## config.mk

```make
export PLATFORM = sky130hd
export DESIGN_NAME = stats_rdbk_arb
export DESIGN_NICKNAME = d
export VERILOG_FILES = /design/src/rtl/stats_arb_pkg.sv /design/src/rtl/rdbk_slot.sv /design/src/rtl/lockout_timer.sv /design/src/rtl/req_mux.sv /design/src/rtl/stats_rdbk_arb.sv
export SDC_FILE = /design/constraint.sdc
export NUM_CORES = 1
export LEC_CHECK = 0
export ABC_AREA = 0
export BUFFER_PORTS_ARGS = -buffer_cell sky130_fd_sc_hd__buf_2
export CAP_MARGIN = 10
export CELL_PAD_IN_SITES_DETAIL_PLACEMENT = 0
export CELL_PAD_IN_SITES_GLOBAL_PLACEMENT = 2
export CORE_MARGIN = 1
export CORE_UTILIZATION = 16
export CTS_CLUSTER_DIAMETER = 80
export DETAILED_ROUTE_END_ITERATION = 6
export HOLD_SLACK_MARGIN = 0.1
export MAX_ROUTING_LAYER = met4
export PLACE_DENSITY = 0.91
export SLEW_MARGIN = 20
export SYNTH_ARGS = -nofsm -noshare
export SYNTH_HDL_FRONTEND = slang
export SYNTH_SLANG_ARGS = --single-unit
```

## constraint.sdc

```tcl
create_clock -name clk -period 1.95 [get_ports clk]
set_input_delay 0.2925 -clock clk [delete_from_list [all_inputs] [get_ports clk]]
set_output_delay 0.2925 -clock clk [all_outputs]
set_load 0.1 [all_outputs]
```

## src/rtl/stats_arb_pkg.sv

```systemverilog
package stats_arb_pkg;

    typedef enum logic {
        REQ_UPDATE   = 1'b0,
        REQ_READBACK = 1'b1
    } req_kind_e;

    // Width of a down-counter able to hold the value n (n >= 1).
    function automatic int unsigned cnt_width(input int unsigned n);
        return (n < 2) ? 1 : $clog2(n + 1);
    endfunction

endpackage

```

## src/rtl/rdbk_slot.sv

```systemverilog
module rdbk_slot #(
    parameter int unsigned ADDR_W = 22
) (
    input  logic              clk,
    input  logic              rst,
    input  logic              take,
    input  logic [ADDR_W-1:0] take_addr,
    input  logic              release_i,
    output logic              pend,
    output logic [ADDR_W-1:0] pend_addr
);

    always_ff @(posedge clk) begin
        if (rst) begin
            pend      <= 1'b0;
            pend_addr <= '0;
        end else if (take) begin
            pend      <= 1'b1;
            pend_addr <= take_addr;
        end else if (release_i) begin
            pend      <= 1'b0;
        end
    end

endmodule

```

## src/rtl/lockout_timer.sv

```systemverilog
module lockout_timer
    import stats_arb_pkg::*;
#(
    parameter int unsigned LOCK_CYC = 10
) (
    input  logic clk,
    input  logic rst,
    input  logic arm,
    output logic idle
);

    localparam int unsigned CW = cnt_width(LOCK_CYC);
    localparam logic [CW-1:0] RELOAD = CW'(LOCK_CYC);

    logic [CW-1:0] remain;

    always_ff @(posedge clk) begin
        if (rst) begin
            remain <= '0;
        end else if (arm) begin
            remain <= RELOAD;
        end else if (remain != '0) begin
            remain <= remain - 1'b1;
        end
    end

    assign idle = (remain == '0);

endmodule

```

## src/rtl/req_mux.sv

```systemverilog
module req_mux
    import stats_arb_pkg::*;
#(
    parameter int unsigned ADDR_W = 22,
    parameter int unsigned DATA_W = 72
) (
    input  logic              pend,
    input  logic [ADDR_W-1:0] pend_addr,
    input  logic              st_valid,
    input  logic [ADDR_W-1:0] st_addr,
    input  logic [DATA_W-1:0] st_data,
    input  logic              out_ready,
    output logic              st_ready,
    output logic              out_valid,
    output req_kind_e         out_kind,
    output logic [ADDR_W-1:0] out_addr,
    output logic [DATA_W-1:0] out_data
);

    always_comb begin
        if (pend) begin
            out_valid = 1'b1;
            out_kind  = REQ_READBACK;
            out_addr  = pend_addr;
            out_data  = '0;
            st_ready  = 1'b0;
        end else begin
            out_valid = st_valid;
            out_kind  = REQ_UPDATE;
            out_addr  = st_addr;
            out_data  = st_data;
            st_ready  = out_ready;
        end
    end

endmodule

```

## src/rtl/stats_rdbk_arb.sv

```systemverilog
module stats_rdbk_arb
    import stats_arb_pkg::*;
#(
    parameter int unsigned ADDR_W   = 22,
    parameter int unsigned DATA_W   = 72,
    parameter int unsigned LOCK_CYC = 10
) (
    input  logic              clk,
    input  logic              rst,
    input  logic              st_valid,
    output logic              st_ready,
    input  logic [ADDR_W-1:0] st_addr,
    input  logic [DATA_W-1:0] st_data,
    input  logic              rb_valid,
    output logic              rb_ready,
    input  logic [ADDR_W-1:0] rb_addr,
    output logic              out_valid,
    input  logic              out_ready,
    output logic              out_kind,
    output logic [ADDR_W-1:0] out_addr,
    output logic [DATA_W-1:0] out_data
);

    logic              pend;
    logic [ADDR_W-1:0] pend_addr;
    logic              lock_idle;
    logic              rb_take;
    logic              rb_done;
    req_kind_e         kind;

    assign rb_ready = !pend && lock_idle;
    assign rb_take  = rb_valid && rb_ready;
    assign rb_done  = pend && out_ready;

    rdbk_slot #(.ADDR_W(ADDR_W)) u_slot (
        .clk       (clk),
        .rst       (rst),
        .take      (rb_take),
        .take_addr (rb_addr),
        .release_i (rb_done),
        .pend      (pend),
        .pend_addr (pend_addr)
    );

    lockout_timer #(.LOCK_CYC(LOCK_CYC)) u_lock (
        .clk  (clk),
        .rst  (rst),
        .arm  (rb_done),
        .idle (lock_idle)
    );

    req_mux #(.ADDR_W(ADDR_W), .DATA_W(DATA_W)) u_mux (
        .pend      (pend),
        .pend_addr (pend_addr),
        .st_valid  (st_valid),
        .st_addr   (st_addr),
        .st_data   (st_data),
        .out_ready (out_ready),
        .st_ready  (st_ready),
        .out_valid (out_valid),
        .out_kind  (kind),
        .out_addr  (out_addr),
        .out_data  (out_data)
    );

    assign out_kind = kind;

endmodule

```

* Word-level counts from Yosys, hierarchy flattened
Index checks and enable logic that the tools add are counted.
** Operators by class
- Multiplexer cells :: 9
- $add $sub $neg :: 1
- Reduce and logical (&&, ||, !) cells :: 9
** Operators with widths (number)
- 72-bit two-way mux :: 1
- 22-bit two-way mux :: 1
- 4-bit two-way mux :: 2
- 1-bit two-way mux :: 5
- 4-bit logical NOT :: 1
- 2-bit nonzero test :: 2
- 4-bit nonzero test :: 1
- 4-bit by 1-bit subtractor with 4-bit output, second input constant :: 1
- 1-bit logical AND :: 3
- 2-bit OR reduction :: 1
- 1-bit logical NOT :: 1
** Storage, ports and cells
- Flip-flop bits (word level) :: 27

* Depth between registers and ports, before layout
- Depth in word-level cells :: 4
- Depth in mapped cells :: 4
- Mapped depth without buffers :: 3

* Cells and area by module
From an unflattened synthesis, not the netlist that was laid out.
** Second synthesis, totals
- Cell total of the unflattened synthesis :: 203
- Area total of the unflattened synthesis :: 1825.5 µm²
** By module, submodules not included
- rdbk_slot :: times used 1, cells an instance 75, area an instance 838.3 µm²
- req_mux :: times used 1, cells an instance 108, area an instance 800.8 µm²
- lockout_timer :: times used 1, cells an instance 17, area an instance 160.2 µm²
- stats_rdbk_arb :: times used 1, cells an instance 3, area an instance 26.3 µm²

* Least setup slack after synthesis
No wires, ideal clock.
- Path kind :: register to output
- From :: register u_slot.pend
- To :: output port rb_ready
- Stages on the path, launching flop included :: 4
- Slack :: -1616 ps
- Data required time :: 1657 ps
- Path buffers :: 2
- Arrival :: 3273 ps
- Cell sequence :: dfxtp_1 clkbuf_1 clkbuf_1 nor3_1
** Between the ends
- Word-level cells in the longest chain between the ends :: 2
** Ends and longest elaborated chain
- start: declaration :: line rdbk_slot.sv:9 : output logic pend,
- start signal: assignment :: line rdbk_slot.sv:15 : pend <= 1'b0;
- start signal: assignment :: line rdbk_slot.sv:18 : pend <= 1'b1;
- start signal: assignment :: line rdbk_slot.sv:21 : pend <= 1'b0;
- 1-bit logical NOT :: line stats_rdbk_arb.sv:31 : assign rb_ready = !pend && lock_idle;
- 1-bit logical AND :: line stats_rdbk_arb.sv:31
- end: declaration :: line stats_rdbk_arb.sv:15 : output logic rb_ready,
Every way passes these cells.

* Final worst setup path
- From :: register u_slot.pend
- To :: output port out_data[65]
** Between the ends
- Word-level cells in the longest chain between the ends :: 1
** Ends and longest elaborated chain
- 72-bit two-way mux :: line req_mux.sv:21 : if (pend) begin
- end: declaration :: line stats_rdbk_arb.sv:21 : output logic [DATA_W-1:0] out_data
Every way passes these cells.

==> results.md <==
- The worst-case headroom to the max-slew limit is 0.594.
- The overall die height is 112 um.
- The number of cells in the finished layout apart from fillers is 581.
- The number of H-tree levels is 1.
- Of the synthesized area, sequential elements account for 0.277.
- The multi-input combinational cells in the finished layout cover a total of 0.00166 mm2.
- After synthesis the cells add up to 0.00195 mm2.
- After detailed routing, the number of remaining DRC violations is 0.
- In this run the standard cell core region covers 0.0117 mm2.
- The congestion estimate from routability-driven global placement came to 0.769.
- Setup repair after global routing left no endpoint under its margin.
- For the final database, setup skew stands at 0.00247 ns.
- The via count is 2299.
- The first global-routing pass estimated 11400 um of wire.
- During placement, the flow inserted port buffers numbering 218.
- Leaving out fill and tap cells, the most frequent cell in the layout is sky130_fd_sc_hd__buf_2.
- The kind of end point of the critical path is a primary output.
- The power density of the placed cells is 955 mW/mm2.
- Entering global routing, the biggest net connects 49 pins.
- The die is 112 um wide.
- The half-perimeter wire length after placement is 6300 um.
- The flip-flop and latch area is 544 um2.
- The worst setup path is of the flip-flop to primary output kind.
- The final-layout fill cell count is 1228.
- Dividing the detail-routed wire length by the instance count gives 12.9 um.
- The highest ir drop seen on vdd is 0.000388 V.
- TritonCTS built the clock tree.
- Setup violations remaining at the end of the flow were counted as 0.
- The synthesized net count is 346.
- The via count of the first global-routing pass was 2311.
- The area growth from synthesis to layout is 94.9%.
- The critical path arrival is 1.58 ns.
- The final layout net count is 560.
- The source-to-sink clock delay at the later pin of the worst-skew pair is 0.26 ns.
- Of the cells placed in the final design, the portion with a size suffix greater than 1 is 0.753.
- The type of the most critical hold path is input pin to flip-flop.
- CTS saw 27 sinks.
- The number of cells in the design after placement is 575.
- After synthesis the netlist holds a flip-flop and latch count of 27.
- Row generation in the floorplan step produced 39 rows.
- Along the worst path, the maximum fanout reaches 23.
- The final period utilization is 0.959.
- The slew at the pin with the worst max-slew slack is 0.609 ns.
- The number of failing hold endpoints at the final stage came to 0.
- The run finished with clean final reports.
- Counting the buffers created by CTS gives 3.
- The required time of the worst setup path is 1.66 ns.
- The starting density of the core is 0.167.
- The mean number of vias per cell is 3.96.
- The kind of start point of the critical path is a flip-flop.
- Across the run, the number of max-cap violations was 0.
- The top-level port count is 219.
- The design draws 3.63 mW.
- The total wire length after detailed routing is 7500 um.
- Counting along the longest clock path gives a buffer depth of 2.
- The leakage power total is 1.96 nW.
- The pre-antenna-repair detailed-routing pass consisted of 4 iterations.
- Tracing the worst setup path back leads to its startpoint at u_slot.pend.
- The DRC marker count from the first detailed-route iteration is 76.
- Averaged over all synthesized cells, the footprint is 8.67 um2.
- After technology mapping, the gate count stands at 225.
- The area of the die is 0.0126 mm2.
- The setup total negative slack is 0 ns.
- The highest clock rate is 535 MHz.
- The number of antenna diodes in the final layout is 0.
- For this run, the number of Yosys warnings is 0.
- Summed over all layers, the global routing overflow is 0.
- Once detail routing completed, the nets flagged for antenna violations numbered 0.
- The number of antenna violations at the first check in global routing was 0.
- The hold buffer count at cts is 0.
- In this run the critical register-to-register path is launched from u_lock.remain[0].
- The shortest clock period the worst path allows after layout is 1.87 ns.
- The root buffer cell chosen for the clock tree is sky130_fd_sc_hd__clkbuf_16.
- The clock transition time at the flip-flop clock pins of the worst setup and hold paths is 0.07 ns.
- The number of max-slew violations in the final report is 0.
- Across every metal layer, demand over resource in global routing totals 0.117.
- In this run the most critical hold path is launched from rb_addr[10].
- In this run, distinct cell masters in the synthesized netlist total 18.
- In the layout the commonest cells are sky130_fd_sc_hd__buf_2, sky130_fd_sc_hd__nor2b_2, sky130_fd_sc_hd__nand2b_1.
registers in the layout, indices dropped and copies added, names as in the netlist:
signal	flops
u_slot.pend_addr	22
u_lock.remain	4
u_slot.pend	1
routing by layer:
metal | part of all wire | vias up | track usage
li1 | - | 1144 | -
met2 | 0.55 | 120 | 0.230
met1 | 0.38 | 1031 | 0.125
met4 | 0.0033 | 0 | 0.0187
met3 | 0.067 | 4 | 0.0167
met5 | 0 | - | -
critical path, stage by stage, from the launching register on:
cell	delay (ns)
sky130_fd_sc_hd__dfxtp_4	0.40
sky130_fd_sc_hd__buf_12	0.15
sky130_fd_sc_hd__buf_12	0.19
sky130_fd_sc_hd__nor2b_2	0.13
sky130_fd_sc_hd__buf_2	0.43
layout make-up:
cell class | instances | area share
Sequential cell | 27 | 0.143
Timing Repair Buffer | 227 | 0.351
Multi-Input combinational cell | 180 | 0.438
Clock buffer | 4 | 0.0207
Tap cell | 143 | 0.0471
repair_timing:
action,in CTS,in global routing
buffers inserted,0,2
endpoints found under the setup margin,0,9
gates resized for setup,0,1
power breakdown:
group | switching, mW | internal (mW) | leakage [nW] | total [mW]
registers | 0.0396 | 0.603 | 0.222 | 0.643
clock network | 0.199 | 0.280 | 0.0382 | 0.479
logic | 1.91 | 0.599 | 1.70 | 2.51
total | 2.15 | 1.48 | 1.96 | 3.63
cells by family after synthesis:
| family | synth area share |
|---|---|
| AOI/OAI and AO/OA | 0.0186 |
| buffers and inverters | 0.0423 |
| DFF | 0.277 |
| muxes | 0.240 |
| and+or+nand+nor | 0.422 |
cells in the mapped netlist:
cell type / number / area (um2)
sky130_fd_sc_hd__a31oi_1: 1 / 6.26
sky130_fd_sc_hd__nor2b_1: 74 / 463
sky130_fd_sc_hd__clkbuf_1: 16 / 60.1
sky130_fd_sc_hd__o21ai_0: 2 / 10.0
sky130_fd_sc_hd__a21oi_1: 2 / 10.0
sky130_fd_sc_hd__nand3b_1: 1 / 7.51
sky130_fd_sc_hd__mux2i_1: 22 / 220
sky130_fd_sc_hd__nand2b_1: 45 / 282
sky130_fd_sc_hd__o21ba_1: 1 / 10.0
sky130_fd_sc_hd__buf_6: 2 / 22.5
sky130_fd_sc_hd__dfxtp_1: 27 / 541
sky130_fd_sc_hd__or2_1: 1 / 6.26
sky130_fd_sc_hd__nor4b_4: 1 / 23.8
sky130_fd_sc_hd__nor2_1: 1 / 3.75
sky130_fd_sc_hd__mux2_1: 22 / 248
sky130_fd_sc_hd__or3_4: 1 / 11.3
sky130_fd_sc_hd__nor3_1: 3 / 15.0
sky130_fd_sc_hd__nand2_1: 3 / 11.3
through the flow:
step | cell area (um2) | hold WS (ns) | setup WS (ns) | util
floorplan | 2320 | 0.445 | -0.134 | -
global placement | 3690 | 0.460 | 0.320 | 0.316
detailed placement | 3690 | 0.462 | 0.297 | 0.316
CTS | 3770 | 0.279 | 0.00475 | 0.323
global route | 3800 | 0.283 | 0.0208 | 0.326
finish | 3800 | 0.284 | 0.0795 | 0.326
worst paths after layout:
check	endpoint	slack, ns	cells past startpoint
worst max-delay path	out_data[65]	0.08	4
worst min-delay path	u_slot.pend_addr[10]	0.28	3
worst max register to register	u_slot.pend_addr[8]	0.29	4
worst min register to register	u_slot.pend_addr[13]	0.47	2
Power figures use the tool's default switching activity.
